--- src/rtl/adc_seq_pkg.sv ---
package adc_seq_pkg;

    localparam int NPROF    = 4;
    localparam int PROF_W   = $clog2(NPROF);
    localparam int CNT_W    = 4;
    localparam int SETTLE_W = 8;
    localparam int CODE_W   = 12;
    localparam int SUM_W    = 16;
    localparam int NFLAGS   = 6;

    localparam int FLG_CONV = 0;
    localparam int FLG_RES  = 1;
    localparam int FLG_OVF  = 2;
    localparam int FLG_UNF  = 3;
    localparam int FLG_HI   = 4;
    localparam int FLG_LO   = 5;

    typedef enum logic [1:0] {
        ST_IDLE,
        ST_SETTLE,
        ST_REQ,
        ST_WAIT
    } seq_state_e;

    typedef struct packed {
        logic                mode10;
        logic [CNT_W-1:0]    acc_m1;
        logic [SETTLE_W-1:0] settle;
    } prof_t;

    function automatic logic [CODE_W-1:0] take_sample(input logic [CODE_W-1:0] code,
                                                      input logic mode10);
        return mode10 ? {2'b00, code[CODE_W-1:2]} : code;
    endfunction

    function automatic logic [SUM_W-1:0] format_word(input logic [SUM_W-1:0] sum,
                                                     input logic mode10,
                                                     input logic left);
        if (!left)
            return sum;
        return mode10 ? (sum << 6) : (sum << 4);
    endfunction

endpackage

--- src/rtl/adc_trig_sync.sv ---
module adc_trig_sync (
    input  logic clk,
    input  logic rst,
    input  logic async_in,
    input  logic enable,
    output logic rise
);
    logic meta_q, sync_q, prev_q;

    always_ff @(posedge clk) begin
        if (rst) begin
            meta_q <= 1'b0;
            sync_q <= 1'b0;
            prev_q <= 1'b0;
        end else begin
            meta_q <= async_in;
            sync_q <= meta_q;
            prev_q <= sync_q;
        end
    end

    assign rise = enable & sync_q & ~prev_q;
endmodule

--- src/rtl/adc_seq_ctrl.sv ---
module adc_seq_ctrl
    import adc_seq_pkg::*;
#(
    parameter int SLOTS = 8,
    parameter int CH_W  = 5,
    localparam int SLOT_W = $clog2(SLOTS)
) (
    input  logic                    clk,
    input  logic                    rst,
    input  logic                    trig,
    input  logic                    cfg_burst,
    input  logic [SLOT_W-1:0]       cfg_last_slot,
    input  logic [SLOTS*CH_W-1:0]   slot_chan,
    input  logic [SLOTS*PROF_W-1:0] slot_prof,
    input  prof_t                   prof [NPROF],
    output logic                    adc_req,
    output logic [CH_W-1:0]         adc_chan,
    output logic                    adc_mode10,
    input  logic                    adc_done,
    input  logic [CODE_W-1:0]       adc_data,
    output logic                    conv_done,
    output logic                    res_valid,
    output logic [SUM_W-1:0]        res_sum,
    output logic                    res_mode10
);
    seq_state_e          state;
    logic [SLOT_W-1:0]   cur;
    logic [SUM_W-1:0]    acc;
    logic [CNT_W-1:0]    cnt;
    logic [SETTLE_W-1:0] settle_cnt;
    logic                burst_q;

    prof_t             p;
    logic [SUM_W-1:0]  sum_next;
    logic              last_conv;
    logic [SLOT_W-1:0] next_slot;

    always_comb begin
        p         = prof[slot_prof[int'(cur)*PROF_W +: PROF_W]];
        adc_chan  = slot_chan[int'(cur)*CH_W +: CH_W];
        adc_mode10 = p.mode10;
        adc_req   = (state == ST_REQ);
        sum_next  = acc + {{(SUM_W-CODE_W){1'b0}}, take_sample(adc_data, p.mode10)};
        last_conv = (cnt == p.acc_m1);
        next_slot = (cur == cfg_last_slot) ? '0 : cur + SLOT_W'(1);
        conv_done = (state == ST_WAIT) && adc_done;
        res_valid = conv_done && last_conv;
        res_sum   = sum_next;
        res_mode10 = p.mode10;
    end

    always_ff @(posedge clk) begin
        if (rst) begin
            state      <= ST_IDLE;
            cur        <= '0;
            acc        <= '0;
            cnt        <= '0;
            settle_cnt <= '0;
            burst_q    <= 1'b0;
        end else begin
            case (state)
                ST_IDLE: if (trig) begin
                    burst_q <= cfg_burst;
                    if (cfg_burst) begin
                        settle_cnt <= p.settle;
                        state      <= ST_SETTLE;
                    end else begin
                        state <= ST_REQ;
                    end
                end
                ST_SETTLE: begin
                    if (settle_cnt == '0) state <= ST_REQ;
                    else                  settle_cnt <= settle_cnt - SETTLE_W'(1);
                end
                ST_REQ: state <= ST_WAIT;
                ST_WAIT: if (adc_done) begin
                    if (last_conv) begin
                        acc   <= '0;
                        cnt   <= '0;
                        cur   <= next_slot;
                        state <= ST_IDLE;
                    end else begin
                        acc   <= sum_next;
                        cnt   <= cnt + CNT_W'(1);
                        state <= burst_q ? ST_REQ : ST_IDLE;
                    end
                end
                default: state <= ST_IDLE;
            endcase
        end
    end

    // a request lasts exactly one cycle
    assert_req_pulse_R4: assert property (@(posedge clk) disable iff (rst)
        adc_req |=> !adc_req);

    // in single-step mode every request follows a trigger
    assert_step_trig_R5: assert property (@(posedge clk) disable iff (rst)
        (adc_req && !burst_q) |-> $past(trig));

    // the channel does not move while a conversion is outstanding
    assert_chan_hold_R2: assert property (@(posedge clk) disable iff (rst)
        (state == ST_WAIT) |-> $stable(adc_chan));
endmodule

--- src/rtl/adc_result_fifo.sv ---
module adc_result_fifo #(
    parameter int DEPTH = 8,
    parameter int W     = 16,
    localparam int AW   = $clog2(DEPTH),
    localparam int LW   = $clog2(DEPTH+1)
) (
    input  logic          clk,
    input  logic          rst,
    input  logic          wr,
    input  logic [W-1:0]  wdata,
    input  logic          rd,
    output logic [W-1:0]  rdata,
    output logic [LW-1:0] level,
    output logic          full,
    output logic          empty
);
    logic [W-1:0]  mem [DEPTH];
    logic [AW-1:0] wptr, rptr;
    logic          do_push, do_pop;

    always_comb begin
        full    = (level == LW'(DEPTH));
        empty   = (level == '0);
        do_pop  = rd & ~empty;
        do_push = wr & (~full | do_pop);
    end

    always_ff @(posedge clk) begin
        if (do_push) mem[wptr] <= wdata;
    end

    always_ff @(posedge clk) begin
        if (rst) begin
            wptr  <= '0;
            rptr  <= '0;
            level <= '0;
            rdata <= '0;
        end else begin
            if (do_push)
                wptr <= (wptr == AW'(DEPTH-1)) ? '0 : wptr + AW'(1);
            if (do_pop) begin
                rdata <= mem[rptr];
                rptr  <= (rptr == AW'(DEPTH-1)) ? '0 : rptr + AW'(1);
            end
            if (do_push && !do_pop)      level <= level + LW'(1);
            else if (do_pop && !do_push) level <= level - LW'(1);
        end
    end

    // occupancy never passes the depth
    assert_fifo_bound_R9: assert property (@(posedge clk) disable iff (rst)
        level <= LW'(DEPTH));

    // a write into a full, unread FIFO changes nothing
    assert_no_overflow_R10: assert property (@(posedge clk) disable iff (rst)
        (wr && full && !rd) |=> $stable(level));

    // reading an empty FIFO keeps the previous word
    assert_empty_read_R11: assert property (@(posedge clk) disable iff (rst)
        (rd && empty) |=> $stable(rdata));
endmodule

--- src/rtl/adc_scan_seq.sv ---
module adc_scan_seq
    import adc_seq_pkg::*;
#(
    parameter int SLOTS      = 8,
    parameter int CH_W       = 5,
    parameter int FIFO_DEPTH = 8,
    localparam int SLOT_W = $clog2(SLOTS),
    localparam int LVL_W  = $clog2(FIFO_DEPTH+1)
) (
    input  logic                      clk,
    input  logic                      rst,
    input  logic                      sw_start,
    input  logic                      hw_trig,
    input  logic                      cfg_hw_trig_en,
    input  logic                      cfg_burst,
    input  logic                      cfg_left_just,
    input  logic [SLOT_W-1:0]         cfg_last_slot,
    input  logic [SLOTS*CH_W-1:0]     cfg_slot_chan,
    input  logic [SLOTS*PROF_W-1:0]   cfg_slot_prof,
    input  logic [NPROF-1:0]          cfg_prof_mode10,
    input  logic [NPROF*CNT_W-1:0]    cfg_prof_acc,
    input  logic [NPROF*SETTLE_W-1:0] cfg_prof_settle,
    input  logic [SUM_W-1:0]          cfg_thr_hi,
    input  logic [SUM_W-1:0]          cfg_thr_lo,
    output logic                      adc_req,
    output logic [CH_W-1:0]           adc_chan,
    output logic                      adc_mode10,
    input  logic                      adc_done,
    input  logic [CODE_W-1:0]         adc_data,
    input  logic                      fifo_rd,
    output logic [SUM_W-1:0]          fifo_rdata,
    output logic [LVL_W-1:0]          fifo_level,
    output logic [NFLAGS-1:0]         flags,
    input  logic [NFLAGS-1:0]         flag_clr,
    input  logic [NFLAGS-1:0]         irq_en,
    output logic                      irq
);
    prof_t prof [NPROF];

    for (genvar g = 0; g < NPROF; g++) begin : g_prof
        assign prof[g].mode10 = cfg_prof_mode10[g];
        assign prof[g].acc_m1 = cfg_prof_acc[g*CNT_W +: CNT_W];
        assign prof[g].settle = cfg_prof_settle[g*SETTLE_W +: SETTLE_W];
    end

    logic             hw_rise, trig;
    logic             conv_done, res_valid, res_mode10;
    logic [SUM_W-1:0] res_sum, res_word;
    logic             fifo_full, fifo_empty;
    logic [NFLAGS-1:0] set_v;

    adc_trig_sync u_sync (
        .clk      (clk),
        .rst      (rst),
        .async_in (hw_trig),
        .enable   (cfg_hw_trig_en),
        .rise     (hw_rise)
    );

    assign trig = sw_start | hw_rise;

    adc_seq_ctrl #(.SLOTS(SLOTS), .CH_W(CH_W)) u_ctrl (
        .clk           (clk),
        .rst           (rst),
        .trig          (trig),
        .cfg_burst     (cfg_burst),
        .cfg_last_slot (cfg_last_slot),
        .slot_chan     (cfg_slot_chan),
        .slot_prof     (cfg_slot_prof),
        .prof          (prof),
        .adc_req       (adc_req),
        .adc_chan      (adc_chan),
        .adc_mode10    (adc_mode10),
        .adc_done      (adc_done),
        .adc_data      (adc_data),
        .conv_done     (conv_done),
        .res_valid     (res_valid),
        .res_sum       (res_sum),
        .res_mode10    (res_mode10)
    );

    assign res_word = format_word(res_sum, res_mode10, cfg_left_just);

    adc_result_fifo #(.DEPTH(FIFO_DEPTH), .W(SUM_W)) u_fifo (
        .clk   (clk),
        .rst   (rst),
        .wr    (res_valid),
        .wdata (res_word),
        .rd    (fifo_rd),
        .rdata (fifo_rdata),
        .level (fifo_level),
        .full  (fifo_full),
        .empty (fifo_empty)
    );

    always_comb begin
        set_v           = '0;
        set_v[FLG_CONV] = conv_done;
        set_v[FLG_RES]  = res_valid;
        set_v[FLG_OVF]  = res_valid & fifo_full & ~fifo_rd;
        set_v[FLG_UNF]  = fifo_rd & fifo_empty;
        set_v[FLG_HI]   = res_valid & (res_sum > cfg_thr_hi);
        set_v[FLG_LO]   = res_valid & (res_sum < cfg_thr_lo);
    end

    always_ff @(posedge clk) begin
        if (rst) flags <= '0;
        else     flags <= (flags & ~flag_clr) | set_v;
    end

    assign irq = |(flags & irq_en);

    // a dropped result leaves the overflow flag raised
    assert_ovf_flag_R10: assert property (@(posedge clk) disable iff (rst)
        (res_valid && fifo_full && !fifo_rd) |=> flags[FLG_OVF]);

    // an empty read leaves the underflow flag raised
    assert_unf_flag_R11: assert property (@(posedge clk) disable iff (rst)
        (fifo_rd && fifo_empty) |=> flags[FLG_UNF]);
endmodule

--- config.mk ---
export PLATFORM = sky130hd
export DESIGN_NAME = adc_scan_seq
export DESIGN_NICKNAME = d
export VERILOG_FILES = /design/src/rtl/adc_seq_pkg.sv /design/src/rtl/adc_trig_sync.sv /design/src/rtl/adc_seq_ctrl.sv /design/src/rtl/adc_result_fifo.sv /design/src/rtl/adc_scan_seq.sv
export SDC_FILE = /design/constraint.sdc
export NUM_CORES = 1
export LEC_CHECK = 0
export ABC_AREA = 0
export ABC_CLOCK_PERIOD_IN_PS = 8700
export BUFFER_PORTS_ARGS = -buffer_cell sky130_fd_sc_hd__clkbuf_2
export CELL_PAD_IN_SITES_DETAIL_PLACEMENT = 0
export CELL_PAD_IN_SITES_GLOBAL_PLACEMENT = 1
export CORE_MARGIN = 2
export CORE_UTILIZATION = 35
export DETAILED_ROUTE_END_ITERATION = 10
export PLACE_DENSITY_LB_ADDON = 0.1
export SLEW_MARGIN = 10
export SYNTH_ARGS = -nofsm -noshare
export SYNTH_HDL_FRONTEND = slang
export SYNTH_SLANG_ARGS = --single-unit
--- constraint.sdc ---
create_clock -name clk -period 8.7 [get_ports clk]
set_clock_uncertainty 0.2 [all_clocks]
set_input_delay 0.435 -clock clk [delete_from_list [all_inputs] [get_ports clk]]
set_output_delay 0.435 -clock clk [all_outputs]
set_load 0.005 [all_outputs]
# ---- Word level (Yosys, flattened, before mapping)
# Memories as Yosys holds them, arrays and structs flattened. A register that Yosys moved wholly into a read port is not among the register bits.
# Cells that the tools add are included.
dict set report op_classes {
  multipliers 1
  n_div 0
  shift 2
  order_cmp 3
  n_addsub 8
  muxes 26
  bitwise 20
  n_eq_ne 13
  reduce_logical 17
}
# op count
set ops {}
lappend ops {{$mux W16} 3}
lappend ops {{$shiftx A40 B32 Y5} 1}
lappend ops {{$bmux W13 S2} 1}
lappend ops {{$mux W13} 2}
lappend ops {{$mux W8} 3}
lappend ops {{$add A16 B12 Y16} 1}
lappend ops {{$gt A16 B16 Y1} 1}
lappend ops {{$lt A16 B16 Y1} 1}
lappend ops {{$pmux W8 S2} 1}
lappend ops {{$shiftx A16 B5 Y2} 1}
lappend ops {{$and A6 B6 Y6} 2}
lappend ops {{$mux W12} 1}
lappend ops {{$mux W2} 6}
lappend ops {{$mux W4} 3}
lappend ops {{$add A3 B1 Y3 const B} 3}
lappend ops {{$and A1 B1 Y1} 9}
lappend ops {{$mux W3} 3}
lappend ops {{$add A4 B1 Y4 const B} 2}
lappend ops {{$logic_not A8 Y1} 1}
lappend ops {{$ne A2 B2 Y1 const B} 4}
lappend ops {{$pmux W2 S4} 1}
lappend ops {{$sub A8 B1 Y8 const B} 1}
lappend ops {{$eq A3 B3 Y1 const B} 2}
lappend ops {{$mul A3 B3 Y6 const B} 1}
lappend ops {{other kinds (23)} 36}
dict set report totals {
  word_cells 104
  reg_bits 53
  ram_bits 128
  out_inout_bits 34
  latch_bits 0
  memories 1
  romBits 0
}
# name words width read_ports rd_clocked_by_memory_dff write_ports line_no
set memory_table {}
lappend memory_table {u_fifo.mem 8 16 1 1 1 adc_result_fifo.sv:17} ;# logic [W-1:0] mem [DEPTH];

# ---- Logic depth before layout (Yosys ltp)
# Gate-level depths: netlist of run 1.
dict set report depth {
  depth_word 12
  ltp_mapped 25
  depth_no_buf 22
}

# ---- Modules after synthesis
# From an unflattened synthesis of run 1, not the netlist that was laid out.
dict set report unflattened {
  cells_unflattened 884
  area_unflattened_um2 10477.5
}
# module area_each_um2 instances cells_per_inst
set modules_own_cells {}
lappend modules_own_cells {adc_result_fifo 5898.2 1 313}
lappend modules_own_cells {adc_seq_ctrl 3203.1 1 378}
lappend modules_own_cells {adc_scan_seq 1288.7 1 186}
lappend modules_own_cells {adc_trig_sync 87.6 1 7}

# ---- Worst setup path before layout of run 1
# No wires, ideal clock.
dict set report synth_path {
  path_kind {register to register}
  start {register u_ctrl.cur[0]}
  end {register flags[5]}
  stages_incl_launch_ff 24
  setup_slack_ns 2.693
  n_path_buf 3
  t_required_ns 8.408
  arrival_ns 5.715
  cell_sequence {dfxtp_1 -> buf_6 -> mux4_2 -> mux2i_1 -> buf_2 -> mux2i_1 -> mux2i_1 -> buf_2 -> mux2_2 -> ha_1 -> a211oi_1 -> o21ai_0 -> a311o_1 -> a2111oi_0 -> nor3_1 -> o21ai_0 -> xor2_1 -> inv_1 -> ha_1 -> a21o_1 -> a21o_1 -> a21oi_1 -> o311ai_0 -> o32ai_1}
}
dict set report synth_via {
  elab_chain_cells 10
  word_cells_on_any_way 12
  classes_between {1 x add/sub; 1 x order compare; 1 x eq/ne; 1 x shift; 4 x mux; 3 x bitwise; 1 x reduce/logical}
}
# item line_no
set synth_rtl {}
lappend synth_rtl {{from (decl)} adc_seq_ctrl.sv:27} ;# logic [SLOT_W-1:0] cur;
lappend synth_rtl {{from (signal assigned)} adc_seq_ctrl.sv:80} ;# cur <= next_slot;
lappend synth_rtl {{$shiftx A16 B5 Y2 (*)} adc_seq_ctrl.sv:39} ;# p = prof[slot_prof[int'(cur)*PROF_W +: PROF_W]];
lappend synth_rtl {{$not A2 Y3 (not written as such) (*)} adc_seq_ctrl.sv:39}
lappend synth_rtl {{$bmux W13 S2 (*)} adc_seq_ctrl.sv:39}
lappend synth_rtl {{$mux W13 (not written as such) (*) (2 in a row)} adc_seq_ctrl.sv:39}
lappend synth_rtl {{$mux W12} adc_seq_pkg.sv:33} ;# return mode10 ? {2'b00, code[CODE_W-1:2]} : code;
lappend synth_rtl {{$add A16 B12 Y16} adc_seq_ctrl.sv:43} ;# sum_next = acc + {{(SUM_W-CODE_W){1'b0}}, take_sample(adc_data, p.mode10)};
lappend synth_rtl {{$lt A16 B16 Y1} adc_scan_seq.sv:103} ;# set_v[FLG_LO] = res_valid & (res_sum < cfg_thr_lo);
lappend synth_rtl {{$and A1 B1 Y1 (*)} adc_scan_seq.sv:103}
lappend synth_rtl {{$or A6 B6 Y6 (*)} adc_scan_seq.sv:108} ;# else flags <= (flags & ~flag_clr) | set_v;
lappend synth_rtl {{to (signal assigned)} adc_scan_seq.sv:108}
lappend synth_rtl {{to (decl)} adc_scan_seq.sv:33} ;# output logic [NFLAGS-1:0] flags,
# Every way passes the cells marked *; elsewhere a longest branch is shown, timed or not. The select of a mux whose other input is x is not followed.
# A chain may end at the register's enable or synchronous reset.

# ---- Worst setup path in the final report of run 1
dict set report layout_path {
  start {register u_ctrl.cur[1]}
  end {register flags[4]}
}
dict set report layout_via {
  elab_chain_cells 10
  word_cells_on_any_way 12
  classes_between {1 x add/sub; 1 x order compare; 1 x eq/ne; 1 x shift; 4 x mux; 3 x bitwise; 1 x reduce/logical}
}
# item line_no
set layout_rtl {}
lappend layout_rtl {{$shiftx A16 B5 Y2 (*)} adc_seq_ctrl.sv:39}
lappend layout_rtl {{$not A2 Y3 (not written as such) (*)} adc_seq_ctrl.sv:39}
lappend layout_rtl {{$bmux W13 S2 (*)} adc_seq_ctrl.sv:39}
lappend layout_rtl {{$mux W13 (not written as such) (*) (2 in a row)} adc_seq_ctrl.sv:39}
lappend layout_rtl {{$mux W12} adc_seq_pkg.sv:33}
lappend layout_rtl {{$add A16 B12 Y16} adc_seq_ctrl.sv:43}
lappend layout_rtl {{$gt A16 B16 Y1} adc_scan_seq.sv:102} ;# set_v[FLG_HI] = res_valid & (res_sum > cfg_thr_hi);
lappend layout_rtl {{$and A1 B1 Y1 (*)} adc_scan_seq.sv:102}
lappend layout_rtl {{$or A6 B6 Y6 (*)} adc_scan_seq.sv:108}
# Marked as above.

==> summary.md, run 1 <==
| Metric | Value |
|---|---|
| Hold path start | hw_trig |
| Area contributors post-synth | edfxtp_1, dfxtp_1, mux4_2, ha_1, mux2i_1 |
| # rows | 63 |
| Max-slew violations | 0 |
| Synth Register Bits | about 200 |
| Initial antenna violation count | 0 |
| MaxCap Viol Count | 0 |
| Clock sinks | 197 |
| Starting density of the core | 35.39% |
| Worst rel slew slack | between 20 and 30% |
| Critical Path RT | 8.77 ns |
| Setup Buffers After CTS | 0 |
| GPL Wtd Cong | around 0.77 |
| Antenna diodes | 0 |
| Post-route insts no fill | ~1,500 |
| H-tree levels | 4 |
| Crit path DAT | approximately 7.4 ns |
| Reg clk slew, reported paths | around 0.080 ns |
| ANT nets after route | 0 |
| Yosys synthesis warning count | 0 |
| Layout cell share with drive strength beyond 1 | 32.35% |
| Mean post-synth cell area | ~12 µm² |
| Overall power | between 2000 and 3000 µW |
| Port bufs | approximately 210 |
| Via density | 5.037 |
| DP HPWL | ~19 mm |
| R2r setup slk | 1.37 ns |
| Final instance area | approximately 13,000 µm² |
| Reg area | 5228 µm² |
| Worst Setup SP | u_ctrl.cur[1] |
| Die X-Extent | ~180 µm |
| Distinct cells, synth | between 60 and 70 |
| Number of cells produced by synthesis | between 800 and 900 |
| Crit end category | register |
| Setup violators final | 0 |
| Most frequent cell after synthesis | edfxtp_1 |
| Cts hold-fix bufs | 0 |
| Initial DRC count | about 570 |
| Wire per inst | 18.41 µm |
| DR pass1 iterations | 5 |
| Synth-to-layout area growth | 20.87% |
| Dpl cell area | ~12,000 µm² |
| Clk root buf | clkbuf_16 |
| Fin util | 42.77% |
| Clock Path Buffers | 2 |
| Ys async rst share | 0% |
| Peak supply drop | 0.1262 mV |
| FILL cells | roughly 2,900 |
| RSZ-0062 raised after global routing | no |
| Cts bufs inserted | 17 |
| Period utilisation layout | ~84% |
| Synth Cell Area | 10,430 µm² |
| P_leak | 0.004996 µW |
| Largest net degree at the start of global routing | between 70 and 80 |
| Residual DRC | 0 |
| Die Area | 31,200 µm² |
| Post-synth top area share | a little under two fifths |
| Multi-input gate area | a little under 5000 µm² |
| EDFF count, synth | around 130 |
| Via count | about 7,400 |
| Status | finished, final reports clean |
| Total GRT Usage | 17.91% |
| Vias in the first global route | between 7,000 and 8,000 |
| Routed WL | 27.21 mm |
| CTS tree | done |
| Critical Path Fanout Max | 32 |
| Power density over the cells | 207.2 nW/µm² |
| Element type at the critical path start | register |
| Fin crit period | around 7.3 ns |
| Post-synthesis sequential area ratio | between 50% and 60% |
| Nets | 1,308 |
| Final hold viol count | 0 |
| Critical path class | reg -> reg |
| Maximum clock rate | between 0.1 and 0.15 GHz |
| Clk_lat worst skew | 0.43 ns |
| Post-CTS sizing | 0 |
| Area leader, netlist | edfxtp_1 |
| GR Overflow Total | 0 |
| First-pass GRT wire length | 42.64 mm |
| Fin Setup TNS | 0 ns |
| Chip height | 176.6 µm |
| Tightest Hold Check Type | in -> reg |
| Core area | approximately 29,000 µm² |
| Placed Cells | 1,446 |
| Net Count, Synth | around 1,100 |
| Critical R2R Launch | u_ctrl.cur[1] |
| IO Count | 210 |
| Ys flop type | edfxtp_1 |
| Worst-margin pin slew | ~1.1 ns |
| Post-synth top cells | edfxtp_1, nor2_1, dfxtp_1 |
[cells by family after synthesis]
kind of cell	Yosys count	synth area share [%]
adders and majority gates	57	6.980
buffers and inverters	99	3.718
and+or+nand+nor	220	10.22
AOI/OAI and AO/OA	170	10.05
xor gates and xnor gates	22	1.847
DFF	197	50.08
muxes	112	17.10
[per-stage QoR]
step	hold WS, ns	worst slack (ns)
floorplan	0.2138	2.693
global placement	0.2261	1.482
detailed placement	0.2332	1.358
CTS	0.005750	1.278
global route	0.03291	0.8402
finish	0.01845	1.371
[cells in the final DEF, fill, tap and decap left out, types with 4 or more instances in the layout]
cell / n
o21ai_1: 4
a22oi_1: 9
o21a_1: 4
mux4_2: 50
inv_1: 49
dfxtp_1: 67
ha_1: 55
nor3b_1: 4
a21o_1: 10
buf_4: 18
nor2_1: 77
clkbuf_2: 209
mux2_2: 26
nor3_1: 6
nand2_1: 44
xnor2_1: 8
edfxtp_1: 128
clkbuf_16: 17
nor4_1: 7
a211oi_1: 23
nand3b_1: 4
nand4_1: 4
a31oi_1: 7
mux2i_1: 33
xor2_1: 14
o21ai_0: 33
a21oi_1: 58
nand3_1: 26
nand2b_1: 9
nor2b_1: 13
and3_1: 5
[routing by layer]
layer  part of all wire [%]  track usage [%]  vias up
met5                      0                0        -
met4                    1.0            3.926        0
met3                    3.0            2.857       16
met2                     50            31.01      119
met1                     46            23.63     3612
li1                       -                -     3698
[path summary, 6_finish.rpt]
path / end / cells after the start
worst max-delay path: flags[4] / 20
worst min-delay path: u_sync.meta_q / 2
worst max register to register: flags[4] / 20
worst min register to register: u_sync.sync_q / 1
[critical path, stage by stage (launching register included)]
cell and delay (ns):
dfxtp_1 0.80, mux4_2 0.42, mux2i_2 0.15, buf_4 0.33, mux2i_1 0.17, mux2i_4 0.84
mux2_2 0.44, ha_1 0.29, a211oi_1 0.34, o21ai_0 0.19, a311o_1 0.36, a2111oi_0 0.83
nor2_1 0.15, xnor2_1 0.49, ha_1 0.35, a21oi_1 0.13, nor2b_1 0.05, o21ai_0 0.15
a21oi_1 0.08, o311ai_1 0.25, o21ai_0 0.12
[where the power goes]
part	internal, µW	switching, µW
Clock	438	375
Sequential	1070	59.2
Combinational	320	350
Total	1830	784
[cell type report]
class | instances | share of cell area [%]
Sequential cell | 197 | 41.46
Clock inverter | 15 | 1.518
Clock buffer | 17 | 3.374
Multi-Input combinational cell | 581 | 38.90
Tap cell | 390 | 3.870
Inverter | 51 | 1.518
Timing Repair Buffer | 227 | 9.367
[flip-flops by register name, indices dropped and copies added, names as in the netlist]
name	cells
flags	6
u_sync.meta_q	1
u_fifo.level	4
u_fifo.mem	128
u_fifo.rptr	3
u_ctrl.cnt	4
u_ctrl.settle_cnt	8
u_fifo.rdata	16
u_fifo.wptr	3
u_ctrl.state	2
u_sync.sync_q	1
u_ctrl.acc	16
u_ctrl.burst_q	1
u_sync.prev_q	1
u_ctrl.cur	3
Power figures use the tool's default switching activity.
==> inputs of run 2 (changes only) <==
--- a/config.mk
+++ b/config.mk
@@ -6,7 +6,7 @@
 export NUM_CORES = 1
 export LEC_CHECK = 0
 export ABC_AREA = 0
-export ABC_CLOCK_PERIOD_IN_PS = 8700
+export ABC_CLOCK_PERIOD_IN_PS = 6250
 export BUFFER_PORTS_ARGS = -buffer_cell sky130_fd_sc_hd__clkbuf_2
 export CELL_PAD_IN_SITES_DETAIL_PLACEMENT = 0
 export CELL_PAD_IN_SITES_GLOBAL_PLACEMENT = 1
==> constraint.sdc (replaced) <==
create_clock -name clk -period 6.25 [get_ports clk]
set_clock_uncertainty 0.2 [all_clocks]
set_input_delay 0.3125 -clock clk [delete_from_list [all_inputs] [get_ports clk]]
set_output_delay 0.3125 -clock clk [all_outputs]
set_load 0.005 [all_outputs]
==> summary.md, run 2 (synthesis results as in run 1) <==
| Metric | Value |
|---|---|
| Largest net degree at the start of global routing | 72 |
| Overall power | about 3600 µW |
| Max-slew violations | 0 |
| Critical Path RT | approximately 6.4 ns |
| Core area | 29,480 µm² |
| GR Overflow Total | 0 |
| H-tree levels | 4 |
| First-pass GRT wire length | between 40 and 50 mm |
| Synth-to-layout area growth | 22.24% |
| Post-route insts no fill | 1,499 |
| RSZ-0062 raised after global routing | no |
| Critical path class | reg -> reg |
| Tightest Hold Check Type | in -> reg |
| Wire per inst | roughly 18 µm |
| P_leak | 0.005087 µW |
| Routed WL | 26.83 mm |
| Element type at the critical path start | register |
| Register name with the most flops | u_fifo.mem |
| Commonest non-fill, non-tap cell in the layout | clkbuf_2 |
| Clk_lat worst skew | ~0.44 ns |
| Port bufs | approximately 210 |
| Residual DRC | 0 |
| Crit path DAT | just under 6 ns |
| Die X-Extent | about 180 µm |
| CTS tree | done |
| Clock sinks | 197 |
| Nets | about 1,300 |
| Cts bufs inserted | 17 |
| Top flop regs | u_fifo.mem: 128 flops, u_ctrl.acc: 16 flops, u_fifo.rdata: 16 flops |
| DP HPWL | 19.48 mm |
| Critical Path Fanout Max | 11 |
| GPL Wtd Cong | between 0.7 and 0.8 |
| Peak supply drop | between 0.2 and 0.25 mV |
| IO Count | 210 |
| ANT nets after route | 0 |
| Clock Path Buffers | 2 |
| Initial antenna violation count | 2 |
| Via density | approximately 5.0 |
| Initial DRC count | between 400 and 500 |
| Fin Setup TNS | 0 ns |
| Final hold viol count | 0 |
| Via count | about 7,500 |
| Placed Cells | ~1,500 |
| Maximum clock rate | 0.1743 GHz |
| Vias in the first global route | around 7,800 |
| DP Worst Slack | 0.05056 ns |
| Reg clk slew, reported paths | approximately 0.080 ns |
| Chip height | 176.6 µm |
| Fin crit period | approximately 5.7 ns |
| DR pass1 iterations | 5 |
| Power density over the cells | 283.3 nW/µm² |
| Max reg flops | 128 |
| Layout cell share with drive strength beyond 1 | ~33% |
| Starting density of the core | 35.39% |
| Clk root buf | clkbuf_16 |
| Status | finished, final reports clean |
| # rows | 63 |
| Setup violators final | 0 |
| Period utilisation layout | between 90% and 100% |
| Worst rel slew slack | ~29% |
| MaxCap Viol Count | 0 |
| Die Area | ~31,000 µm² |
| Worst-margin pin slew | approximately 1.0 ns |
| Commonest non-fill, non-tap cells in the layout | clkbuf_2, edfxtp_1, nor2_1 |
| Setup slack after layout | about 0.51 ns |
| Crit end category | register |
| Total GRT Usage | 17.96% |
| Hold_ws | between 0.1 and 0.15 ns |
[run 2: critical path, stage by stage, from the launching register on]
cell,delay (ns)
dfxtp_2,0.41
mux4_2,0.52
mux2i_2,0.28
mux2i_1,0.34
mux2i_4,0.11
buf_12,0.16
mux2_2,0.29
ha_1,0.29
a211oi_1,0.29
o21ai_0,0.17
a311o_1,0.36
a2111oi_1,0.38
buf_4,0.19
nor3_1,0.05
o21ai_0,0.21
xor2_1,0.21
inv_1,0.09
ha_1,0.30
nand4_1,0.13
nor2_1,0.06
o21ai_0,0.07
o41ai_1,0.09
o311ai_1,0.25
o21ai_0,0.12
[run 2: final cells by class]
class / instances / area, µm²
Timing Repair Buffer: 246 / 1354
Clock buffer: 17 / 425.4
Antenna cell: 2 / 5.005
Inverter: 51 / 191.4
Fill cell: 2827 / 16730
Clock inverter: 15 / 171.4
Multi-Input combinational cell: 581 / 4888
Tap cell: 390 / 488.0
Sequential cell: 197 / 5229
[run 2: report_power, final]
group	internal, µW	switching (µW)	total (µW)
sequential	1490	95.9	1590
combinational	455	476	931
clock	543	553	1100
total	2490	1120	3610
[run 2: repair_timing]
action,CTS,global route
gates resized for setup,0,4
buffers inserted,0,4
endpoints found under the hold margin,6,0
hold buffers,7,0
setup endpoints to repair,0,2
[run 2: worst paths after layout]
path                 startpoint            end  slack (ns)  cells after the start
setup / recovery  u_ctrl.cur[0]       flags[4]        0.51                     23
hold / removal      flag_clr[4]       flags[4]        0.12                      3
setup reg to reg  u_ctrl.cur[0]       flags[4]        0.51                     23
hold reg to reg   u_sync.meta_q  u_sync.sync_q        0.24                      1
[run 2: metal layers]
layer	global-route usage, %	vias up	part of all wire (%)
met4	5.820	0	1.7
met3	2.556	25	2.5
met2	31.05	118	50
li1	-	3728	-
met1	23.21	3632	46
met5	0	-	0
[run 2: metrics by stage]
step                      util [%]  instance area [µm²]
after floorplan                  -                10430
after global placement       40.80                12030
after detailed placement     40.80                12030
after CTS                    43.06                12690
after global routing         43.26                12750
final                        43.26                12750
==> inputs of run 3 (changes only) <==
--- a/config.mk
+++ b/config.mk
@@ -6,7 +6,7 @@
 export NUM_CORES = 1
 export LEC_CHECK = 0
 export ABC_AREA = 0
-export ABC_CLOCK_PERIOD_IN_PS = 6250
+export ABC_CLOCK_PERIOD_IN_PS = 5900
 export BUFFER_PORTS_ARGS = -buffer_cell sky130_fd_sc_hd__clkbuf_2
 export CELL_PAD_IN_SITES_DETAIL_PLACEMENT = 0
 export CELL_PAD_IN_SITES_GLOBAL_PLACEMENT = 1
==> constraint.sdc (replaced) <==
create_clock -name clk -period 5.9 [get_ports clk]
set_clock_uncertainty 0.2 [all_clocks]
set_input_delay 0.295 -clock clk [delete_from_list [all_inputs] [get_ports clk]]
set_output_delay 0.295 -clock clk [all_outputs]
set_load 0.005 [all_outputs]
==> summary.md, run 3 (synthesis results as in run 1) <==
| Metric | Value |
|---|---|
| Status | finished, final reports clean |
| Max reg flops | 128 |
| Cts bufs inserted | 17 |
| Chip height | roughly 180 µm |
| Reg clk slew, reported paths | approximately 0.080 ns |
| Critical Path Fanout Max | 5 |
| DP HPWL | 19.94 mm |
| Tightest Hold Check Type | in -> reg |
| Top flop regs | u_fifo.mem: 128 flops, u_ctrl.acc: 16 flops, u_fifo.rdata: 16 flops |
| Setup violators final | 0 |
| Layout cell share with drive strength beyond 1 | between 30% and 40% |
| IO Count | between 200 and 250 |
| GR Overflow Total | 0 |
| Fin util | a little over two fifths |
| Overall power | about 3800 µW |
| Starting density of the core | 35.39% |
| GPL Wtd Cong | 0.8013 |
| First-pass GRT wire length | around 42 mm |
| Initial antenna violation count | 0 |
| H-tree levels | 4 |
| Power density over the cells | just under 300 nW/µm² |
| P_leak | 0.005118 µW |
| Commonest non-fill, non-tap cell in the layout | clkbuf_2 |
| Peak supply drop | a little over 0.2 mV |
| Core area | between 20,000 and 30,000 µm² |
| Clk root buf | clkbuf_16 |
| RSZ-0062 raised after global routing | no |
| Period utilisation layout | between 90 and 100% |
| Largest net degree at the start of global routing | a little over 70 |
| Worst rel slew slack | between 20% and 30% |
| Synth-to-layout area growth | 23.02% |
| Via density | a little under 5 |
| Antenna diodes | 0 |
| CTS tree | done |
| Initial DRC count | just under 400 |
| Wire per inst | 18.15 µm |
| Element type at the critical path start | register |
| Clock sinks | 197 |
| # rows | 63 |
| MaxCap Viol Count | 0 |
| Port bufs | about 210 |
| Critical Path RT | 5.99 ns |
| FILL cells | 2,837 |
| Post-route insts no fill | 1,502 |
| Worst-margin pin slew | ~1.1 ns |
| Register name with the most flops | u_fifo.mem |
| Routed WL | 27.27 mm |
| Vias in the first global route | between 7,000 and 8,000 |
| Maximum clock rate | ~0.18 GHz |
| Total GRT Usage | 17.79% |
| Residual DRC | 0 |
| Placed Cells | between 1,000 and 1,500 |
| Via count | 7,469 |
| Clk_lat worst skew | 0.43 ns |
| Die Area | 31,200 µm² |
| Fin crit period | approximately 5.4 ns |
| Clock Path Buffers | 2 |
| Crit end category | register |
| DR pass1 iterations | 5 |
| Critical path class | reg -> reg |
| Die X-Extent | between 150 and 200 µm |
| Crit path DAT | ~5.5 ns |
| Final hold viol count | 0 |
| ANT nets after route | 0 |
| Nets | about 1,300 |
| Commonest non-fill, non-tap cells in the layout | clkbuf_2, edfxtp_1, nor2_1 |
| Max-slew violations | 0 |
run 3: path summary, 6_finish.rpt:
kind / start / end / slack [ns] / cells after the start
worst max register to register: u_ctrl.cur[0] / flags[4] / 0.46 / 21
worst min-delay path: flag_clr[4] / flags[4] / 0.11 / 3
worst max-delay path: u_ctrl.cur[0] / flags[4] / 0.46 / 21
worst min register to register: u_sync.meta_q / u_sync.sync_q / 0.24 / 1
run 3: routing by layer:
metal	wire length, µm	GRT usage [%]	part of all wire, %
met4	397	4.270	1.5
met3	795	2.599	2.9
met5	0	0	0
met2	13590	30.71	50
met1	12480	23.58	46
run 3: area by class of cell:
cell class,count,area [µm²],share of cell area [%]
inverters,51,191.4,1.492
clock inverters,15,173.9,1.355
repair buffers,251,1391,10.84
clock buffers,17,425.4,3.315
well taps,390,488.0,3.802
multi-input cells,581,4932,38.43
flip-flops and latches,197,5231,40.76
run 3: report_power, final:
part / leakage, µW / internal (µW) / total [µW] / switching (µW)
combinational: 0.00310 / 487 / 1010 / 523
sequential: 0.00172 / 1580 / 1670 / 87.3
clock: 0.000294 / 576 / 1160 / 580
run 3: worst max-delay path: stages, from the launching register on:
cell and delay, ns:
dfxtp_4 0.40, mux4_2 0.54, mux2i_4 0.23, mux2i_2 0.30, mux2i_4 0.14, buf_4 0.15
buf_4 0.13, mux2_2 0.28, ha_1 0.30, a21oi_1 0.24, a31oi_2 0.13, o41ai_1 0.43
o21ai_1 0.17, a31oi_1 0.22, buf_4 0.17, xnor2_1 0.20, ha_1 0.31, nor2b_1 0.13
o21ai_0 0.15, a21oi_1 0.09, o311ai_1 0.26, o21ai_0 0.13
run 3: metrics by stage:
stage | setup TNS [ns] | hold slack (ns) | worst slack (ns) | instance area [µm²]
2_1_floorplan | 0 | 0.2129 | 0.01143 | 10430
3_3_place_gp | 0 | 0.2173 | 0.07964 | 12070
3_5_place_dp | -0.02648 | 0.2251 | -0.02648 | 12070
4_1_cts | 0 | 0.1026 | 0.01981 | 12770
5_1_grt | 0 | 0.1355 | 0.01698 | 12830
6_report | 0 | 0.1083 | 0.4624 | 12830
run 3: timing repair:
action / CTS / global route
hold buffers: 7 / 0
pin swaps: 0 / 2
endpoints found under the hold margin: 6 / 0
buffers inserted: 2 / 1
setup endpoints to repair: 2 / 7
gates resized for setup: 0 / 16
